## src/rtl/pinport_pkg.sv

```systemverilog
package pinport_pkg;

  // Register offsets; pin-level and enable readback are read-only
  typedef enum logic [2:0] {
    OFS_PIN_IN   = 3'd0,
    OFS_SRC_ALT  = 3'd1,
    OFS_DATA_OUT = 3'd2,
    OFS_DIR      = 3'd3,
    OFS_DRIVE    = 3'd4,
    OFS_EN_OUT   = 3'd5,
    OFS_ALT_KIND = 3'd6,
    OFS_ADDR_CFG = 3'd7
  } regOfs_e;

  // Strobes from control to datapath
  typedef struct packed {
    logic    wrSrcAlt;
    logic    wrDataOut;
    logic    wrDir;
    logic    wrDrive;
    logic    wrAltKind;
    logic    wrAddrCfg;
    logic    aleOpen;
    regOfs_e rdSel;
  } portStb_t;

endpackage

```

## src/rtl/pinport_ctrl.sv

```systemverilog
module pinport_ctrl
  import pinport_pkg::*;
(
  input  logic [2:0] regSel,
  input  logic       regWrEn,
  input  logic       ale,
  output portStb_t   stb
);

  regOfs_e ofs;

  assign ofs = regOfs_e'(regSel);

  always_comb begin
    stb           = '0;
    stb.rdSel     = ofs;
    stb.aleOpen   = ale;
    if (regWrEn) begin
      unique case (ofs)
        OFS_SRC_ALT:  stb.wrSrcAlt  = 1'b1;
        OFS_DATA_OUT: stb.wrDataOut = 1'b1;
        OFS_DIR:      stb.wrDir     = 1'b1;
        OFS_DRIVE:    stb.wrDrive   = 1'b1;
        OFS_ALT_KIND: stb.wrAltKind = 1'b1;
        OFS_ADDR_CFG: stb.wrAddrCfg = 1'b1;
        default: ; // read-only offsets swallow writes
      endcase
    end
  end

endmodule

```

## src/rtl/pinport_slice.sv

```systemverilog
module pinport_slice #(
  parameter bit OD_OK = 1'b0  // 1: open-drain capable, 0: fast-slew capable
) (
  input  logic useAlt,
  input  logic altIsAddr,
  input  logic mcuBit,
  input  logic addrBit,
  input  logic mcellBit,
  input  logic dirBit,
  input  logic ptermBit,
  input  logic driveBit,
  output logic outBit,
  output logic oeBit,
  output logic fastBit
);

  logic value;
  logic baseOe;
  logic fromMcell;

  assign fromMcell = useAlt & ~altIsAddr;
  assign value     = useAlt ? (altIsAddr ? addrBit : mcellBit) : mcuBit;
  assign baseOe    = fromMcell ? ptermBit : dirBit;
  assign outBit    = value;

  generate
    if (OD_OK) begin : g_od
      assign oeBit   = baseOe & (~driveBit | ~value);
      assign fastBit = 1'b0;
    end else begin : g_slew
      assign oeBit   = baseOe;
      assign fastBit = driveBit;
    end
  endgenerate

endmodule

```

## src/rtl/pinport_dpath.sv

```systemverilog
module pinport_dpath
  import pinport_pkg::*;
#(
  parameter int PIN_W  = 8,
  parameter int ADDR_W = 16,
  parameter int OD_LO  = PIN_W / 2
) (
  input  logic              clk,
  input  logic              rst_n,
  input  portStb_t          stb,
  input  logic [PIN_W-1:0]  wrData,
  input  logic [ADDR_W-1:0] addrBus,
  input  logic [PIN_W-1:0]  mcellOut,
  input  logic [PIN_W-1:0]  ptermOe,
  input  logic [PIN_W-1:0]  padIn,
  output logic [PIN_W-1:0]  padOut,
  output logic [PIN_W-1:0]  padOe,
  output logic [PIN_W-1:0]  padFastSlew,
  output logic [PIN_W-1:0]  rdData,
  output logic [PIN_W-1:0]  driveCfg,
  output logic [PIN_W-1:0]  addrByte
);

  localparam int HI_LSB = ADDR_W - PIN_W;

  logic [PIN_W-1:0]  srcAlt;
  logic [PIN_W-1:0]  dataOut;
  logic [PIN_W-1:0]  dirReg;
  logic [PIN_W-1:0]  driveReg;
  logic [PIN_W-1:0]  altKind;
  logic              addrHigh;
  logic [ADDR_W-1:0] heldAddr;
  logic [ADDR_W-1:0] curAddr;

  always_ff @(posedge clk or negedge rst_n) begin
    if (!rst_n) begin
      srcAlt   <= '0;
      dataOut  <= '0;
      dirReg   <= '0;
      driveReg <= '0;
      altKind  <= '0;
      addrHigh <= 1'b0;
    end else begin
      if (stb.wrSrcAlt)  srcAlt   <= wrData;
      if (stb.wrDataOut) dataOut  <= wrData;
      if (stb.wrDir)     dirReg   <= wrData;
      if (stb.wrDrive)   driveReg <= wrData;
      if (stb.wrAltKind) altKind  <= wrData;
      if (stb.wrAddrCfg) addrHigh <= wrData[0];
    end
  end

  // Address hold: follows the bus at each edge while the strobe is high
  always_ff @(posedge clk or negedge rst_n) begin
    if (!rst_n)           heldAddr <= '0;
    else if (stb.aleOpen) heldAddr <= addrBus;
  end

  assign curAddr  = stb.aleOpen ? addrBus : heldAddr;
  assign addrByte = addrHigh ? curAddr[HI_LSB +: PIN_W] : curAddr[PIN_W-1:0];
  assign driveCfg = driveReg;

  genvar gi;
  generate
    for (gi = 0; gi < PIN_W; gi++) begin : g_pin
      pinport_slice #(.OD_OK(gi >= OD_LO)) i_slice (
        .useAlt   (srcAlt[gi]),
        .altIsAddr(altKind[gi]),
        .mcuBit   (dataOut[gi]),
        .addrBit  (addrByte[gi]),
        .mcellBit (mcellOut[gi]),
        .dirBit   (dirReg[gi]),
        .ptermBit (ptermOe[gi]),
        .driveBit (driveReg[gi]),
        .outBit   (padOut[gi]),
        .oeBit    (padOe[gi]),
        .fastBit  (padFastSlew[gi])
      );
    end
  endgenerate

  always_comb begin
    unique case (stb.rdSel)
      OFS_PIN_IN:   rdData = padIn;
      OFS_SRC_ALT:  rdData = srcAlt;
      OFS_DATA_OUT: rdData = dataOut;
      OFS_DIR:      rdData = dirReg;
      OFS_DRIVE:    rdData = driveReg;
      OFS_EN_OUT:   rdData = padOe;
      OFS_ALT_KIND: rdData = altKind;
      OFS_ADDR_CFG: rdData = {{(PIN_W-1){1'b0}}, addrHigh};
      default:      rdData = '0;
    endcase
  end

endmodule

```

## src/rtl/pinport_top.sv

```systemverilog
module pinport_top
  import pinport_pkg::*;
#(
  parameter int PIN_W  = 8,
  parameter int ADDR_W = 16
) (
  input  logic              clk,
  input  logic              rst_n,
  input  logic [2:0]        regSel,
  input  logic              regWrEn,
  input  logic [PIN_W-1:0]  regWrData,
  output logic [PIN_W-1:0]  regRdData,
  input  logic              ale,
  input  logic [ADDR_W-1:0] addrBus,
  input  logic [PIN_W-1:0]  mcellOut,
  input  logic [PIN_W-1:0]  ptermOe,
  input  logic [PIN_W-1:0]  padIn,
  output logic [PIN_W-1:0]  padOut,
  output logic [PIN_W-1:0]  padOe,
  output logic [PIN_W-1:0]  padFastSlew,
  output logic [PIN_W-1:0]  inMcell
);

  portStb_t         stb;
  logic [PIN_W-1:0] driveCfg;
  logic [PIN_W-1:0] addrByte;

  pinport_ctrl i_ctrl (
    .regSel (regSel),
    .regWrEn(regWrEn),
    .ale    (ale),
    .stb    (stb)
  );

  pinport_dpath #(.PIN_W(PIN_W), .ADDR_W(ADDR_W)) i_dpath (
    .clk        (clk),
    .rst_n      (rst_n),
    .stb        (stb),
    .wrData     (regWrData),
    .addrBus    (addrBus),
    .mcellOut   (mcellOut),
    .ptermOe    (ptermOe),
    .padIn      (padIn),
    .padOut     (padOut),
    .padOe      (padOe),
    .padFastSlew(padFastSlew),
    .rdData     (regRdData),
    .driveCfg   (driveCfg),
    .addrByte   (addrByte)
  );

  assign inMcell = padIn;

endmodule

```

## config.mk

```make
export PLATFORM = sky130hd
export DESIGN_NAME = pinport_top
export DESIGN_NICKNAME = d
export VERILOG_FILES = /design/src/rtl/pinport_pkg.sv /design/src/rtl/pinport_ctrl.sv /design/src/rtl/pinport_slice.sv /design/src/rtl/pinport_dpath.sv /design/src/rtl/pinport_top.sv
export SDC_FILE = /design/constraint.sdc
export NUM_CORES = 1
export LEC_CHECK = 0
export BUFFER_PORTS_ARGS = -buffer_cell sky130_fd_sc_hd__buf_2
export CAP_MARGIN = 25
export CORE_MARGIN = 2
export CORE_UTILIZATION = 56
export CTS_BUF_LIST = sky130_fd_sc_hd__clkbuf_16
export DETAILED_ROUTE_END_ITERATION = 8
export PLACE_DENSITY = 0.83
export SYNTH_ARGS = -nofsm -noshare
export SYNTH_HDL_FRONTEND = slang
export SYNTH_HIERARCHICAL = 1
export SYNTH_SLANG_ARGS = --single-unit
```

## constraint.sdc

```tcl
create_clock -name clk -period 3.1 [get_ports clk]
set_clock_uncertainty 0.05 [all_clocks]
set_input_delay 0.155 -clock clk [delete_from_list [all_inputs] [get_ports clk]]
set_output_delay 0.155 -clock clk [all_outputs]
set_load 0.01 [all_outputs]
```

==> results of run 1 <==
==> cell type report <==
cell class	count	area [um2]
clock inverter	7	55.1
multi-input combinational	181	1660
timing repair buffer	93	488
fill	447	1900
tap	75	93.8
sequential	57	1430
inverter	1	3.75
clock buffer	9	225
==> state kept, by name, summed over array words and instances (netlist names) <==
signal	flops
i_dpath/addrHigh	1
i_dpath/heldAddr	16
i_dpath/dirReg	8
i_dpath/dataOut	8
i_dpath/driveCfg	8
i_dpath/srcAlt	8
i_dpath/altKind	8
==> kinds of logic after synthesis <==
| family | Yosys count | synth area share |
|---|---|---|
| other | 4 | 0.00450 |
| AND/OR/NAND/NOR | 45 | 0.0762 |
| flip-flops | 57 | 0.428 |
| multiplexers | 95 | 0.350 |
| AO/OA/AOI/OAI | 37 | 0.0679 |
| buffers and inverters | 35 | 0.0739 |
==> layout by cell type, fill, tap and decap left out, types with 2 or more instances in the layout <==
| master | Yosys | final |
|---|---|---|
| nand2b_1 | 9 | 9 |
| and4bb_2 | 2 | 2 |
| conb_1 | 4 | 4 |
| mux2_4 | 14 | 14 |
| o21a_1 | 8 | 8 |
| buf_2 | 4 | 90 |
| dfrtp_1 | 57 | 57 |
| mux2i_1 | 19 | 19 |
| mux4_2 | 6 | 6 |
| o21ai_1 | 3 | 3 |
| mux2_2 | 55 | 55 |
| a21oi_1 | 20 | 20 |
| nor2b_1 | 2 | 2 |
| clkinv_2 | 0 | 2 |
| clkbuf_16 | 0 | 9 |
| nand2_1 | 6 | 6 |
| nor2_1 | 18 | 18 |
| inv_1 | 1 | 4 |
==> layer usage <==
| layer | global-route usage | wire, um | up-vias | share of wire |
|---|---|---|---|---|
| li1 | - | - | 1102 | - |
| met1 | 0.299 | 3080 | 1166 | 0.42 |
| met2 | 0.377 | 3580 | 77 | 0.49 |
| met3 | 0.0589 | 395 | 19 | 0.054 |
| met4 | 0.117 | 208 | 0 | 0.029 |
| met5 | 0 | 0 | - | 0 |
==> power breakdown <==
| part | internal [mW] | total [mW] | switching (mW) |
|---|---|---|---|
| Combinational | 0.394 | 0.704 | 0.310 |
| Sequential | 0.886 | 1.02 | 0.136 |
| Clock | 0.604 | 0.910 | 0.306 |
==> Yosys cell counts (2+ instances only) <==
master	instances	share of area
clkbuf_1	5	0.0056
mux2_2	55	0.19
o21a_1	8	0.018
buf_2	4	0.0060
conb_1	4	0.0045
nand2b_1	9	0.017
o21ai_1	3	0.0045
buf_6	2	0.0068
nor2_1	18	0.020
mux4_2	6	0.041
nand2_1	6	0.0068
and4bb_2	2	0.0075
buf_4	21	0.047
a21oi_1	20	0.030
nor2b_1	2	0.0038
mux2_4	14	0.063
mux2i_1	19	0.057
dfrtp_1	57	0.43
==> per-stage QoR <==
stage | cell area, um2 | total power [mW] | utilization | hold WS (ns) | worst slack, ns
after floorplan | 3330 | 1.51 | - | -0.191 | 0.845
after global placement | 3640 | 1.69 | 0.623 | 0.310 | 0.776
after detailed placement | 3640 | 1.73 | 0.623 | 0.328 | 0.676
after CTS | 3930 | 2.65 | 0.672 | 0.0229 | 0.511
after global routing | 3950 | 2.78 | 0.676 | 0.0169 | 0.325
final | 3950 | 2.64 | 0.676 | 0.0268 | 0.526
==> path summary, 6_finish.rpt <==
path,endpoint,startpoint,slack [ns]
max in group asynchronous,i_dpath/heldAddr[4]$_DFF_PN0_,rst_n,2.10
min reg2reg,i_dpath/heldAddr[6]$_DFF_PN0_,i_dpath/heldAddr[6]$_DFF_PN0_,0.44
max,regRdData[7],i_dpath/addrHigh$_DFFE_PN0P_,0.53
min in group asynchronous,i_dpath/driveCfg[7]$_DFFE_PN0P_,rst_n,0.20
max reg2reg,i_dpath/addrHigh$_DFFE_PN0P_,i_dpath/addrHigh$_DFFE_PN0P_,2.10
min,i_dpath/heldAddr[2]$_DFF_PN0_,addrBus[2],0.03
==> timing repair <==
action / 4_1_cts / 5_1_grt
hold buffers: 1 / 0
hold endpoints to repair: 39 / 0
resized for setup: 0 / 0
==> results.toml, run 1 <==
[grt]
antenna_found_initial = 0
grt_pass1_wl_mm = 11.3
grt_max_degree = 46
grt_pass1_vias = 2331
grt-ovfl-total = 0
grt_use_total = 0.236

[worst_setup_path]
slowest_stage = "dfrtp_1"
cp_top_family = "multiplexers"
worstPathMaxFanout = 10
path_buf_inv = 1
crit_required_ns = 2.89
crit_chain = "mux2_2 -> mux2i_1 -> nand2_1 -> a21oi_1 -> mux4_2 -> nor2_1 -> a21oi_1 -> buf_2"
r2r_cells = 1
criticalPathCategory = "flip-flop to primary output"
worstSetupPathDepth = 8
cp_common_cell = "a21oi_1"
end_kind = "primary output"
crit_path_start_kind = "flip-flop"
crit_arrival_ns = 2.37
critPathMaxStageDelay_ns = 0.57

[clock_network]
clk_latency_ns = 0.32
cts.reportedPaths.clkPinSlew_ns = 0.05
cts_tree = "done"
clock_sinks = 57
root_buffer = "clkbuf_16"
cts_made_buffers = 9
cts_setup_buffers = 0
clockBufferDepth = 2
htree_levels = 3

[routing]
wirelength_mm = 7.26
vias_per_cell = 5.59
drc = 0
num_vias = 2364
ant_nets = 0
wire_per_inst_um = 17.2
drt-initial-drc-count = 133
firstDrtPassIters = 4

[sta]
min_period_over_period = 0.830
hold_violations = 0
worst_pin_slew_ns = 0.651
setup_viol = 0
grt_setup_unrepaired = "no"
relSlewSlack = 0.566
tns_ns = 0
drv_slew = 0
clock.fmax_mhz = 388
min_period_ns = 2.57

[floorplanning]
die_y_um = 81.2
row_count = 28
io_pins = 95
initial_utilization = 0.570
fp.coreArea_mm2 = 0.00585
die_area_mm2 = 0.00659
fp.dieW_um = 81.2

[placement]
port_buffers = 90
placed_cells = 405
gp_congestion = 0.865
dpl.hpwl_mm = 5.10

[final_layout]
area_growth_pct = 18.6
diodes = 0
drive_above_1_share = 0.529
fin_nets = 398
fin_cells = 423

[job]
maxCapViolCount = 0

[synth]
synth-edff-count = 0
yosys_register_bits = 57
syn_area_mm2 = 0.00333
postSynth.asyncResetShare = 1.00
synth.distinct_cells = 36
yosysSeqAreaShare = 0.428
synth_ff_type = "dfrtp_1"
syn_nets = 328
yosysWarnings = 6
syn_inst = 273
syn_area_per_cell_um2 = 12.2

[min_path]
hp-class = "input pin to flip-flop"
worstHoldPathCells = 2

[pwr]
power.leakage_nw = 1.88
vdd.ir_drop.worst_v = 0.000384
power_density_mw_per_mm2 = 667

[outcome]
status = "finished clean"
Note: power is estimated with default switching activity, not from simulation.
==> run 2, diff against run 1 <==
--- a/config.mk
+++ b/config.mk
@@ -8,10 +8,10 @@
 export BUFFER_PORTS_ARGS = -buffer_cell sky130_fd_sc_hd__buf_2
 export CAP_MARGIN = 25
 export CORE_MARGIN = 2
-export CORE_UTILIZATION = 56
+export CORE_UTILIZATION = 47
 export CTS_BUF_LIST = sky130_fd_sc_hd__clkbuf_16
 export DETAILED_ROUTE_END_ITERATION = 8
-export PLACE_DENSITY = 0.83
+export PLACE_DENSITY = 0.74
 export SYNTH_ARGS = -nofsm -noshare
 export SYNTH_HDL_FRONTEND = slang
 export SYNTH_HIERARCHICAL = 1
==> constraint.sdc (replaced) <==
create_clock -name clk -period 2.3 [get_ports clk]
set_clock_uncertainty 0.05 [all_clocks]
set_input_delay 0.115 -clock clk [delete_from_list [all_inputs] [get_ports clk]]
set_output_delay 0.115 -clock clk [all_outputs]
set_load 0.01 [all_outputs]
==> results.toml, run 2 (synthesized netlist as in run 1, its figures left out) <==
[pwr]
power_density_mw_per_mm2 = 844
power_mw = 3.57
vdd.ir_drop.worst_v = 0.000525
power.leakage_nw = 2.00

[sta]
clock.fmax_mhz = 419
min_period_over_period = 1.04
setup_viol = 4
grt_setup_unrepaired = "yes"
hold_violations = 0
fin_ws_ns = -0.0886
min_period_ns = 2.39
drv_slew = 0
relSlewSlack = 0.629
worst_pin_slew_ns = 0.557

[final_layout]
diodes = 0
area_growth_pct = 26.9
regMostFlops = "i_dpath/heldAddr"
n_fill_cell = 561
stdcell_area_mm2 = 0.00423
fin_nets = 425
largest_register_ffs = 16
layout_commonest_cell = "buf_2"
multi_input_area_mm2 = 0.00170
layout_common_cells = "buf_2 (90), dfrtp_1 (57), mux2_2 (51), mux2i_1 (19), mux2_4 (18)"
drive_above_1_share = 0.539
seq_area_mm2 = 0.00143

[floorplanning]
fp.dieW_um = 88.2
io_pins = 95
die_area_mm2 = 0.00778
initial_utilization = 0.488
fp.coreArea_mm2 = 0.00683
die_y_um = 88.2
row_count = 30

[worst_setup_path]
reg2reg_from = "i_dpath/heldAddr[13]$_DFF_PN0_"
crit_end = "regRdData[5]"
r2r_cells = 2
end_kind = "primary output"
crit_arrival_ns = 2.22
r2r-end = "i_dpath/heldAddr[13]$_DFF_PN0_"
crit_path_start_kind = "flip-flop"
worstPathMaxFanout = 2
criticalPathCategory = "flip-flop to primary output"
crit_required_ns = 2.13
r2r_setup_slack_ns = 0.93
crit_path_start = "i_dpath/heldAddr[13]$_DFF_PN0_"

[routing]
wire_per_inst_um = 16.9
num_vias = 2463
ant_nets = 0
drt-initial-drc-count = 135
firstDrtPassIters = 4
vias_per_cell = 5.23
wirelength_mm = 7.95
drc = 0

[placement]
placed_area_mm2 = 0.00371
gp_congestion = 0.793
dpl.hpwl_mm = 5.38
port_buffers = 90

[clock_network]
root_buffer = "clkbuf_16"
cts_made_buffers = 9
clock_sinks = 57
clockBufferDepth = 2
cts.reportedPaths.clkPinSlew_ns = 0.05
clk_latency_ns = 0.32
cts_tree = "done"
htree_levels = 3

[min_path]
hp-class = "input pin to flip-flop"

[grt]
grt-ovfl-total = 0
grt_pass1_wl_mm = 12.2
grt_max_degree = 36
grt_pass1_vias = 2430
antenna_found_initial = 0
grt_use_total = 0.210

[job]
maxCapViolCount = 0

[outcome]
violations = "negative setup slack"
status = "finished with violations"
[run 2: changes by cell type in the layout (fill, tap and decap cells not counted)]
cell	change
clkinv_2	+1
bufinv_16	-1
nor2_2	+1
mux2_4	+4
a21oi_1	-5
buf_4	+12
a21oi_2	+5
clkinv_1	+1
mux2_2	-4
dlygate4sd3_1	+15
inv_1	-1
nor2_1	-1
[run 2: worst min path at each step]
stage                  from                              end  slack [ns]  cells past startpoint
2_1_floorplan         rst_n     i_dpath/addrHigh$_DFFE_PN0P_       -0.23                      0
3_3_place_gp          rst_n  i_dpath/driveCfg[6]$_DFFE_PN0P_        0.07                      1
3_5_place_dp          rst_n   i_dpath/altKind[6]$_DFFE_PN0P_        0.08                      1
4_1_cts         addrBus[12]   i_dpath/heldAddr[12]$_DFF_PN0_      0.0001                      2
5_1_grt        regWrData[4]    i_dpath/dirReg[4]$_DFFE_PN0P_        0.04                      2
6_report       regWrData[5]    i_dpath/srcAlt[5]$_DFFE_PN0P_        0.04                      2
[run 2: layout make-up]
| class | count | share of cell area |
|---|---|---|
| multi-input cells | 181 | 0.401 |
| flip-flops and latches | 57 | 0.337 |
| repair buffers | 120 | 0.172 |
| clock buffers | 9 | 0.0532 |
| well taps | 96 | 0.0284 |
| clock inverters | 7 | 0.00710 |
| inverters | 1 | 0.000887 |
[run 2: per-layer routing]
layer	share of wire	routed length [um]	up-vias	track usage
met2	0.50	3940	84	0.359
met1	0.43	3420	1223	0.262
met3	0.064	509	6	0.0634
li1	-	-	1150	-
met4	0.0096	76	0	0.0565
met5	0	0	-	0
[run 2: critical path, stage by stage (launching register included)]
cell	delay, ns
dfrtp_1	0.36
mux2_4	0.28
mux2_4	0.27
mux2i_1	0.15
nand2_1	0.10
a21oi_2	0.16
mux4_2	0.25
nor2_2	0.04
a21oi_2	0.13
buf_2	0.15
[run 2: power breakdown]
group          total (mW)  internal (mW)  switching, mW
clock                1.13          0.704          0.423
sequential           1.37           1.19          0.178
combinational        1.07          0.615          0.460
[run 2: what timing repair did]
action,CTS,global route
setup buffers,5,5
pin swaps,2,4
hold buffers,15,1
resized for setup,8,2
hold endpoints to repair,36,1
setup endpoints to repair,4,5
[run 2: through the flow]
step           worst slack, ns  std cells  utilization  setup TNS (ns)  hold slack, ns
2_1_floorplan            0.125        273            -               0          -0.231
3_3_place_gp             0.214        430        0.543               0          0.0733
3_5_place_dp             0.171        430        0.543               0          0.0774
4_1_cts                -0.0667        466        0.612          -0.143        0.000132
5_1_grt                 -0.157        471        0.619          -0.566          0.0402
6_report               -0.0886        471        0.619          -0.243          0.0431
